--- src/rtl/dreq_pkg.sv ---
package dreq_pkg;

  // width of the serial channel code; channel count is derived from it
  localparam int CHAN_W = 3;
  localparam int NUM_CHAN = 1 << CHAN_W;

  typedef enum logic [1:0] {
    FR_IDLE,
    FR_DATA,
    FR_ACT,
    FR_GAP
  } frState_e;

  // strobes from one framer to the pending register
  typedef struct packed {
    logic              hit;   // action bit on the line this clock
    logic              act;   // 1 = post, 0 = withdraw
    logic [CHAN_W-1:0] chan;  // decoded channel number
    logic              err;   // low level during mandatory gap clock
  } frStrobe_t;

endpackage

--- src/rtl/dreq_framer.sv ---
module dreq_framer
  import dreq_pkg::*;
(
  input  logic      clk,
  input  logic      rstN,
  input  logic      lineN,
  output frStrobe_t strobe
);

  localparam int CNT_W = (CHAN_W > 1) ? $clog2(CHAN_W) : 1;
  localparam logic [CNT_W-1:0] LAST_BIT = CNT_W'(CHAN_W - 1);

  frState_e          stateQ;
  logic [CNT_W-1:0]  bitCntQ;
  logic [CHAN_W-1:0] shiftQ;
  logic [CHAN_W-1:0] shiftNext;

  assign shiftNext = (shiftQ << 1) | CHAN_W'(lineN);

  always_ff @(posedge clk) begin
    if (!rstN) begin
      stateQ  <= FR_IDLE;
      bitCntQ <= '0;
      shiftQ  <= '0;
    end else begin
      case (stateQ)
        FR_IDLE: begin
          if (!lineN) begin
            stateQ  <= FR_DATA;
            bitCntQ <= '0;
          end
        end
        FR_DATA: begin
          shiftQ <= shiftNext;
          if (bitCntQ == LAST_BIT) stateQ <= FR_ACT;
          else bitCntQ <= bitCntQ + 1'b1;
        end
        FR_ACT:  stateQ <= FR_GAP;
        default: stateQ <= FR_IDLE;
      endcase
    end
  end

  always_comb begin
    strobe.hit  = (stateQ == FR_ACT);
    strobe.act  = lineN;
    strobe.chan = shiftQ;
    strobe.err  = (stateQ == FR_GAP) && !lineN;
  end


  frame_strobe_single_chk: assert property (@(posedge clk) disable iff (!rstN)
    strobe.hit |=> !strobe.hit);


  gap_err_idle_chk: assert property (@(posedge clk) disable iff (!rstN)
    strobe.err |=> (stateQ == FR_IDLE));

endmodule

--- src/rtl/dreq_pendreg.sv ---
module dreq_pendreg
  import dreq_pkg::*;
#(
  parameter int NUM_LINES = 2
) (
  input  logic                 clk,
  input  logic                 rstN,
  input  frStrobe_t            strobeIn [NUM_LINES],
  input  logic [NUM_CHAN-1:0]  clearIn,
  output logic [NUM_CHAN-1:0]  pendQ,
  output logic [NUM_LINES-1:0] errQ
);

  logic [NUM_CHAN-1:0]  setMask;
  logic [NUM_CHAN-1:0]  wdMask;
  logic [NUM_CHAN-1:0]  pendNext;
  logic [NUM_LINES-1:0] errNext;

  always_comb begin
    setMask = '0;
    wdMask  = '0;
    errNext = '0;
    for (int l = 0; l < NUM_LINES; l++) begin
      errNext[l] = strobeIn[l].err;
      if (strobeIn[l].hit) begin
        if (strobeIn[l].act) setMask[strobeIn[l].chan] = 1'b1;
        else                 wdMask[strobeIn[l].chan]  = 1'b1;
      end
    end
    // withdraw and clear both beat a set
    pendNext = (pendQ | setMask) & ~wdMask & ~clearIn;
  end

  always_ff @(posedge clk) begin
    if (!rstN) begin
      pendQ <= '0;
      errQ  <= '0;
    end else begin
      pendQ <= pendNext;
      errQ  <= errNext;
    end
  end


  set_take_chk: assert property (@(posedge clk) disable iff (!rstN)
    (|(setMask & ~wdMask & ~clearIn)) |=>
      ((pendQ & $past(setMask & ~wdMask & ~clearIn)) == $past(setMask & ~wdMask & ~clearIn)));


  withdraw_clear_chk: assert property (@(posedge clk) disable iff (!rstN)
    (|wdMask) |=> ((pendQ & $past(wdMask)) == '0));


  clr_clear_chk: assert property (@(posedge clk) disable iff (!rstN)
    (|clearIn) |=> ((pendQ & $past(clearIn)) == '0));


  sticky_hold_chk: assert property (@(posedge clk) disable iff (!rstN)
    1'b1 |=> (((pendQ ^ $past(pendQ)) & ~$past(setMask | wdMask | clearIn)) == '0));

endmodule

--- src/rtl/dreq_decoder.sv ---
module dreq_decoder
  import dreq_pkg::*;
#(
  parameter int NUM_LINES    = 2,
  parameter int MASTER_CHAN  = 4,
  parameter int NARROW_COUNT = 4
) (
  input  logic                 clk,
  input  logic                 rstN,
  input  logic [NUM_LINES-1:0] reqLineN,
  input  logic [NUM_CHAN-1:0]  clearIn,
  output logic [NUM_CHAN-1:0]  pending,
  output logic [NUM_CHAN-1:0]  pendNarrow,
  output logic [NUM_CHAN-1:0]  pendWide,
  output logic                 masterReq,
  output logic [NUM_LINES-1:0] protoErr
);

  frStrobe_t           strobes [NUM_LINES];
  logic [NUM_CHAN-1:0] narrowMask;
  logic [NUM_CHAN-1:0] wideMask;

  for (genvar l = 0; l < NUM_LINES; l++) begin : g_line
    dreq_framer u_framer (
      .clk    (clk),
      .rstN   (rstN),
      .lineN  (reqLineN[l]),
      .strobe (strobes[l])
    );
  end

  for (genvar c = 0; c < NUM_CHAN; c++) begin : g_class
    assign narrowMask[c] = (c < NARROW_COUNT);
    assign wideMask[c]   = (c > MASTER_CHAN);
  end

  dreq_pendreg #(
    .NUM_LINES (NUM_LINES)
  ) u_pend (
    .clk      (clk),
    .rstN     (rstN),
    .strobeIn (strobes),
    .clearIn  (clearIn),
    .pendQ    (pending),
    .errQ     (protoErr)
  );

  assign pendNarrow = pending & narrowMask;
  assign pendWide   = pending & wideMask;
  assign masterReq  = pending[MASTER_CHAN];

endmodule

--- config.mk ---
export PLATFORM = sky130hd
export DESIGN_NAME = dreq_decoder
export DESIGN_NICKNAME = d
export VERILOG_FILES = /design/src/rtl/dreq_pkg.sv /design/src/rtl/dreq_framer.sv /design/src/rtl/dreq_pendreg.sv /design/src/rtl/dreq_decoder.sv
export SDC_FILE = /design/constraint.sdc
export NUM_CORES = 1
export LEC_CHECK = 0
export BUFFER_PORTS_ARGS = -buffer_cell sky130_fd_sc_hd__buf_4
export CAP_MARGIN = 20
export CORE_MARGIN = 2
export CORE_UTILIZATION = 35
export DETAILED_ROUTE_END_ITERATION = 6
export SLEW_MARGIN = 25
export SYNTH_ARGS = -nofsm -noshare
export SYNTH_HDL_FRONTEND = slang
export SYNTH_HIERARCHICAL = 1
export SYNTH_SLANG_ARGS = --single-unit
export TNS_END_PERCENT = 100
--- constraint.sdc ---
create_clock -name clk -period 2.02 [get_ports clk]
set_input_delay 0.101 -clock clk [delete_from_list [all_inputs] [get_ports clk]]
set_output_delay 0.101 -clock clk [all_outputs]
set_load 0.1 [all_outputs]
==> impl_metrics.json, run 1 <==
{
  "crit_fanout": 6,
  "period_minus_slack_ns": 1.68,
  "drc_errors": 0,
  "hold_ws_ns": 0.0706,
  "cts_buffers": 3,
  "crit_chain": "inv_1 > ha_1 > and2_4 > or4_1 > a21oi_1",
  "cts_tree": "yes",
  "grt_first_pass_wirelength_um": 5310,
  "dieHeight_um": 72.1,
  "postCtsSetupRepairBufs": 0,
  "gr-usage-met3_pct": 2.64,
  "hold_viol_final": 0,
  "dp_hpwl_um": 2380,
  "syn_inst": 166,
  "yosys_warnings": 6,
  "grt_busiest_layer": "met2",
  "slowest_stage": "or4_1",
  "synthSimpleGateAreaFrac_pct": 27.1,
  "crit_required_ns": 2.23,
  "crit_path_max_incr_delay_ns": 0.49,
  "p_comb_share_pct": 43.5,
  "core_area_um2": 4410,
  "status": "finished clean",
  "synthTopCellsByCount": "24 x dfxtp_1, 19 x buf_4, 14 x ha_1",
  "grt_max_degree": 21,
  "maxCapViolCount": 0,
  "maxSlewViolCount": 0,
  "start_util_pct": 36.8,
  "power.switching_w": 0.000736,
  "area_growth_syn_to_layout_pct": 18.6,
  "drtPass1Iterations": 4,
  "diodes": 0,
  "path_buf_inv": 1,
  "yosys.area_share.xor_xnor_pct": 0,
  "fmaxAchievable_ghz": 0.597,
  "ys_types": 36,
  "drive_gt1_share_pct": 30.1,
  "synth-seq-cells": 24,
  "gp_congestion": 0.732,
  "seqPwrFrac_pct": 33.5,
  "fillCellCount": 445,
  "yosysSeqAreaShare_pct": 29.6,
  "grt.overflow.total": 0,
  "setup_viol": 0,
  "synth_edf_count": 0,
  "die_w_um": 72.1,
  "htreeDepth": 1,
  "grtUsageTotal_pct": 13.3,
  "layout.nets": 220,
  "antenna_found_initial": 0,
  "grtUsageMet1_pct": 17.8,
  "power.density_nw_per_um2": 976,
  "fin_tns_setup_ns": 0,
  "dieArea_um2": 5200,
  "synth_compound_area_share_pct": 14.6,
  "met2_usage_pct": 20.3,
  "dr_total_vias": 1231,
  "synth_largest_area_cell": "dfxtp_1",
  "path_clk_slew_ns": 0.09,
  "clock_sinks": 24,
  "cts-root-buf": "clkbuf_8",
  "synth_top_area_share_pct": 29.6,
  "drt_wl_total_um": 3230,
  "cp_top_family": "simple AND/OR/NAND/NOR gates",
  "worstSkewPairLatency_ns": 0.28,
  "power.share.switching_pct": 39.2,
  "synth_area_leaders": "dfxtp_1 30%, ha_1 11%, buf_4 8.8%",
  "pin_count": 39,
  "synth.avg_cell_area_um2": 9.78,
  "io_buffers": 29,
  "end_kind": "flop",
  "cts_resized": 0,
  "synth_ff_type": "dfxtp_1",
  "row_count": 24,
  "critPathKind": "reg2reg",
  "synthAdderAreaFrac_pct": 10.8,
  "route.antenna.remaining_nets": 0,
  "viasPerCell": 5.02,
  "finalClockSkew_ns": 0.00817,
  "syn_area_um2": 1620,
  "clockBufferDepth": 2,
  "synth_top_family_by_area": "simple AND/OR/NAND/NOR gates",
  "p_leak_nw": 0.798,
  "hold_class": "in2reg",
  "drt_iter0_drc": 37,
  "clock_power_share_pct": 23.0,
  "synth.area.mux_share_pct": 6.17,
  "p_int_w": 0.00114,
  "synth.most_common_cell": "dfxtp_1",
  "ir_worst_vdd_uv": 379,
  "wl_per_cell_um": 13.2,
  "rsz0062_at_grt": "no",
  "crit_arrival_ns": 1.89,
  "startpoint_type": "flop",
  "period_share_pct": 83.0,
  "grt_pass1_vias": 1155,
  "async_flop_share_pct": 0
}
## final timing paths
kind	to	cells after the start	slack, ns	start
setup / recovery	g_line[1].u_framer/stateQ[0]	5	0.34	g_line[1].u_framer/stateQ[0]
hold / removal	u_pend/pendQ[0]	4	0.07	clearIn[0]
setup reg to reg	g_line[1].u_framer/stateQ[0]	5	0.34	g_line[1].u_framer/stateQ[0]
hold reg to reg	g_line[0].u_framer/bitCntQ[0]	2	0.46	g_line[0].u_framer/bitCntQ[0]
## what timing repair did
item | CTS | global route
hold buffers | 7 | 0
setup endpoints to repair | 0 | 0
hold endpoints to repair | 7 | 0
## tightest hold or removal path, delay by kind of cell
| family | cells | cell delay [ns] |
|---|---|---|
| compound gates | 1 | 0.05 |
| simple gates | 1 | 0.04 |
| buf+inv | 2 | 0.11 |
## power by group through the flow
stage          registers, W  logic (W)  clock network (W)
5_1_grt            0.000644   0.000915           0.000468
4_1_cts            0.000630   0.000821           0.000443
3_5_place_dp       0.000642   0.000806                  0
6_report           0.000629   0.000817           0.000432
3_3_place_gp       0.000638   0.000787                  0
2_1_floorplan      0.000653   0.000654                  0
## layer usage
metal	share of wire [%]	routed length, um	up-vias
li1	-	-	620
met4	2.1	68	0
met5	0	0	-
met1	51	1630	560
met2	41	1340	46
met3	6.0	193	5
## cell families after synthesis
| family | Yosys count |
|---|---|
| and+or+nand+nor | 61 |
| other | 1 |
| muxes | 10 |
| DFF | 24 |
| buffers and inverters | 30 |
| AOI/OAI and AO/OA | 26 |
| adders and majority gates | 14 |
## state kept, by name (all words and copies together), names as in the netlist
name,cells
u_pend/pendQ,8
g_line.u_framer/shiftQ,6
u_pend/errQ,2
g_line.u_framer/bitCntQ,4
g_line.u_framer/stateQ,4
## cells in the final DEF, fill, tap and decap left out, drive strengths merged, types with 6 or more instances in the layout
cell type	count
a221oi	8
and2	7
buf	29
conb	9
dfxtp	24
dlygate4sd3	7
ha	14
inv	9
mux2i	10
nand2	6
nor2	12
nor4b	7
## cell type report
class	instances	area, um^2	area share (%)
Clock buffer	3	41.3	2.15
Clock inverter	1	30.0	1.56
Inverter	9	33.8	1.76
Multi-Input combinational cell	120	986	51.2
Sequential cell	24	480	25.0
Tap cell	52	65.1	3.38
Timing Repair Buffer	36	288	15.0
## through the flow
stage | total power [W] | utilization (%) | setup WS (ns) | std cells | area, um^2
3_3_place_gp | 0.00142 | 40.4 | 0.438 | 234 | 1780
5_1_grt | 0.00203 | 43.6 | 0.178 | 245 | 1920
2_1_floorplan | 0.00131 | - | 0.497 | 174 | 1650
6_report | 0.00188 | 43.6 | 0.344 | 245 | 1920
4_1_cts | 0.00189 | 43.6 | 0.341 | 245 | 1920
3_5_place_dp | 0.00145 | 40.4 | 0.368 | 234 | 1780
(Power assumes the default switching activity.)
==> run 2, diff against run 1 <==
Clock period 2.02 ns to 1.8 ns, I/O delays scaled along.
==> run 2 against run 1 <==
First-iteration DRC count grew 81%. Clock power decreased by 26%. Die area unchanged. Sequential power increased by 13%. Largest cell class unchanged.
==> impl_metrics.json, run 2 (same netlist as run 1, synthesis figures left out) <==
{
  "status": "finished clean",
  "grt_first_pass_wirelength_um": 5530,
  "drt_iter0_drc": 67,
  "startpoint_type": "flop",
  "worstSkewPairLatency_ns": 0.26,
  "layout.nets": 220,
  "drtPass1Iterations": 4,
  "crit_arrival_ns": 1.83,
  "top_register": "u_pend/pendQ",
  "dr_total_vias": 1219,
  "reg_top3": "u_pend/pendQ x8, g_line.u_framer/shiftQ x6",
  "maxCapViolCount": 0,
  "area_growth_syn_to_layout_pct": 16.8,
  "seqPwrFrac_pct": 36.5,
  "htreeDepth": 1,
  "grt.overflow.total": 0,
  "min-delay-start": "clearIn[0]",
  "rsz0062_at_grt": "no",
  "period_share_pct": 91.4,
  "grt_pass1_vias": 1153,
  "r2r_start": "g_line[1].u_framer/stateQ[1]",
  "fin_tns_setup_ns": 0,
  "clock_power_share_pct": 16.4,
  "hold_ws_ns": 0.0766,
  "cts_buffers": 3,
  "p_leak_nw": 0.784,
  "finalClockSkew_ns": 0.00267,
  "post-route-util_pct": 42.9,
  "die_w_um": 72.1,
  "drc_errors": 0,
  "power.density_nw_per_um2": 1030,
  "antenna_found_initial": 0,
  "maxSlewViolCount": 0,
  "power.switching_w": 0.000809,
  "row_count": 24,
  "ir_worst_vdd_uv": 329,
  "clockBufferDepth": 2,
  "power.share.switching_pct": 41.6,
  "pin_count": 39,
  "clock_sinks": 24,
  "postCtsSetupRepairBufs": 0,
  "final_common_cell": "buf_4",
  "cts-root-buf": "clkbuf_8",
  "gp_congestion": 0.732,
  "crit_required_ns": 1.99,
  "io_buffers": 29,
  "path_clk_slew_ns": 0.08,
  "setup_viol": 0,
  "viasPerCell": 5.00,
  "core_area_um2": 4410,
  "cts_tree": "yes",
  "diodes": 0,
  "wl_per_cell_um": 13.6,
  "crit_path_start": "g_line[1].u_framer/stateQ[1]",
  "fmaxAchievable_ghz": 0.608,
  "hold_class": "in2reg",
  "route.antenna.remaining_nets": 0,
  "start_util_pct": 36.8,
  "dp_hpwl_um": 2360,
  "p_int_w": 0.00114,
  "p_comb_share_pct": 47.1,
  "critPathKind": "reg2reg",
  "dieHeight_um": 72.1,
  "drive_gt1_share_pct": 30.2,
  "crit_fanout": 5,
  "fillCellCount": 442,
  "largest_reg_flops": 8,
  "dieArea_um2": 5200,
  "layout_common_cells": "29 x buf_4, 23 x dfxtp_1, 14 x ha_1",
  "drt_wl_total_um": 3320,
  "end_kind": "flop",
  "grtUsageTotal_pct": 13.6,
  "hold_viol_final": 0,
  "grt_max_degree": 21,
  "period_minus_slack_ns": 1.65
}
## run 2: cell types whose count changed in the layout (fill, tap and decap cells not counted), sizes merged
cell	change
bufinv	-1
## run 2: path summary, 6_finish.rpt
path	slack, ns	endpoint	cells after the start
setup / recovery	0.15	g_line[1].u_framer/stateQ[0]	5
hold / removal	0.08	u_pend/pendQ[0]	4
setup reg to reg	0.15	g_line[1].u_framer/stateQ[0]	5
hold reg to reg	0.46	g_line[1].u_framer/bitCntQ[0]	2
## run 2: layout make-up
cell class | instances | area [um^2] | share of cell area [%]
well taps | 52 | 65.1 | 3.43
inverters | 9 | 33.8 | 1.78
repair buffers | 36 | 288 | 15.2
flip-flops and latches | 24 | 482 | 25.4
clock buffers | 3 | 41.3 | 2.18
multi-input cells | 120 | 986 | 52.0
## run 2: metal layers
layer	global-route usage, %	routed length (um)
met1	20.0	1730
met2	19.8	1390
met3	1.67	162
met4	5.66	41
met5	0	0
## run 2: worst max-delay path, cell delays in order (launching register included)
cell and delay [ns]:
dfxtp_1 0.41, inv_1 0.10, ha_1 0.22, and2_4 0.18, or4_1 0.49, a21oi_1 0.17
## run 2: repair_timing
item | CTS | global route
setup endpoints to repair | 0 | 1
hold endpoints to repair | 7 | 0
gates resized for setup | 0 | 1
hold buffers | 7 | 0
## run 2: power groups by stage
stage                     logic, W  registers (W)  clock network [W]
after floorplan           0.000734       0.000733                  0
after global placement    0.000883       0.000716                  0
after detailed placement  0.000900       0.000719                  0
after CTS                 0.000918       0.000707           0.000330
after global routing       0.00102       0.000728           0.000359
final                     0.000916       0.000709           0.000319
## run 2: stage by stage
stage	total power, W	setup WS, ns	cells	area [um^2]
6_report	0.00194	0.155	244	1900
5_1_grt	0.00211	0.0383	244	1900
4_1_cts	0.00195	0.139	244	1890
3_5_place_dp	0.00162	0.166	234	1780
3_3_place_gp	0.00160	0.218	234	1780
2_1_floorplan	0.00147	0.277	174	1650
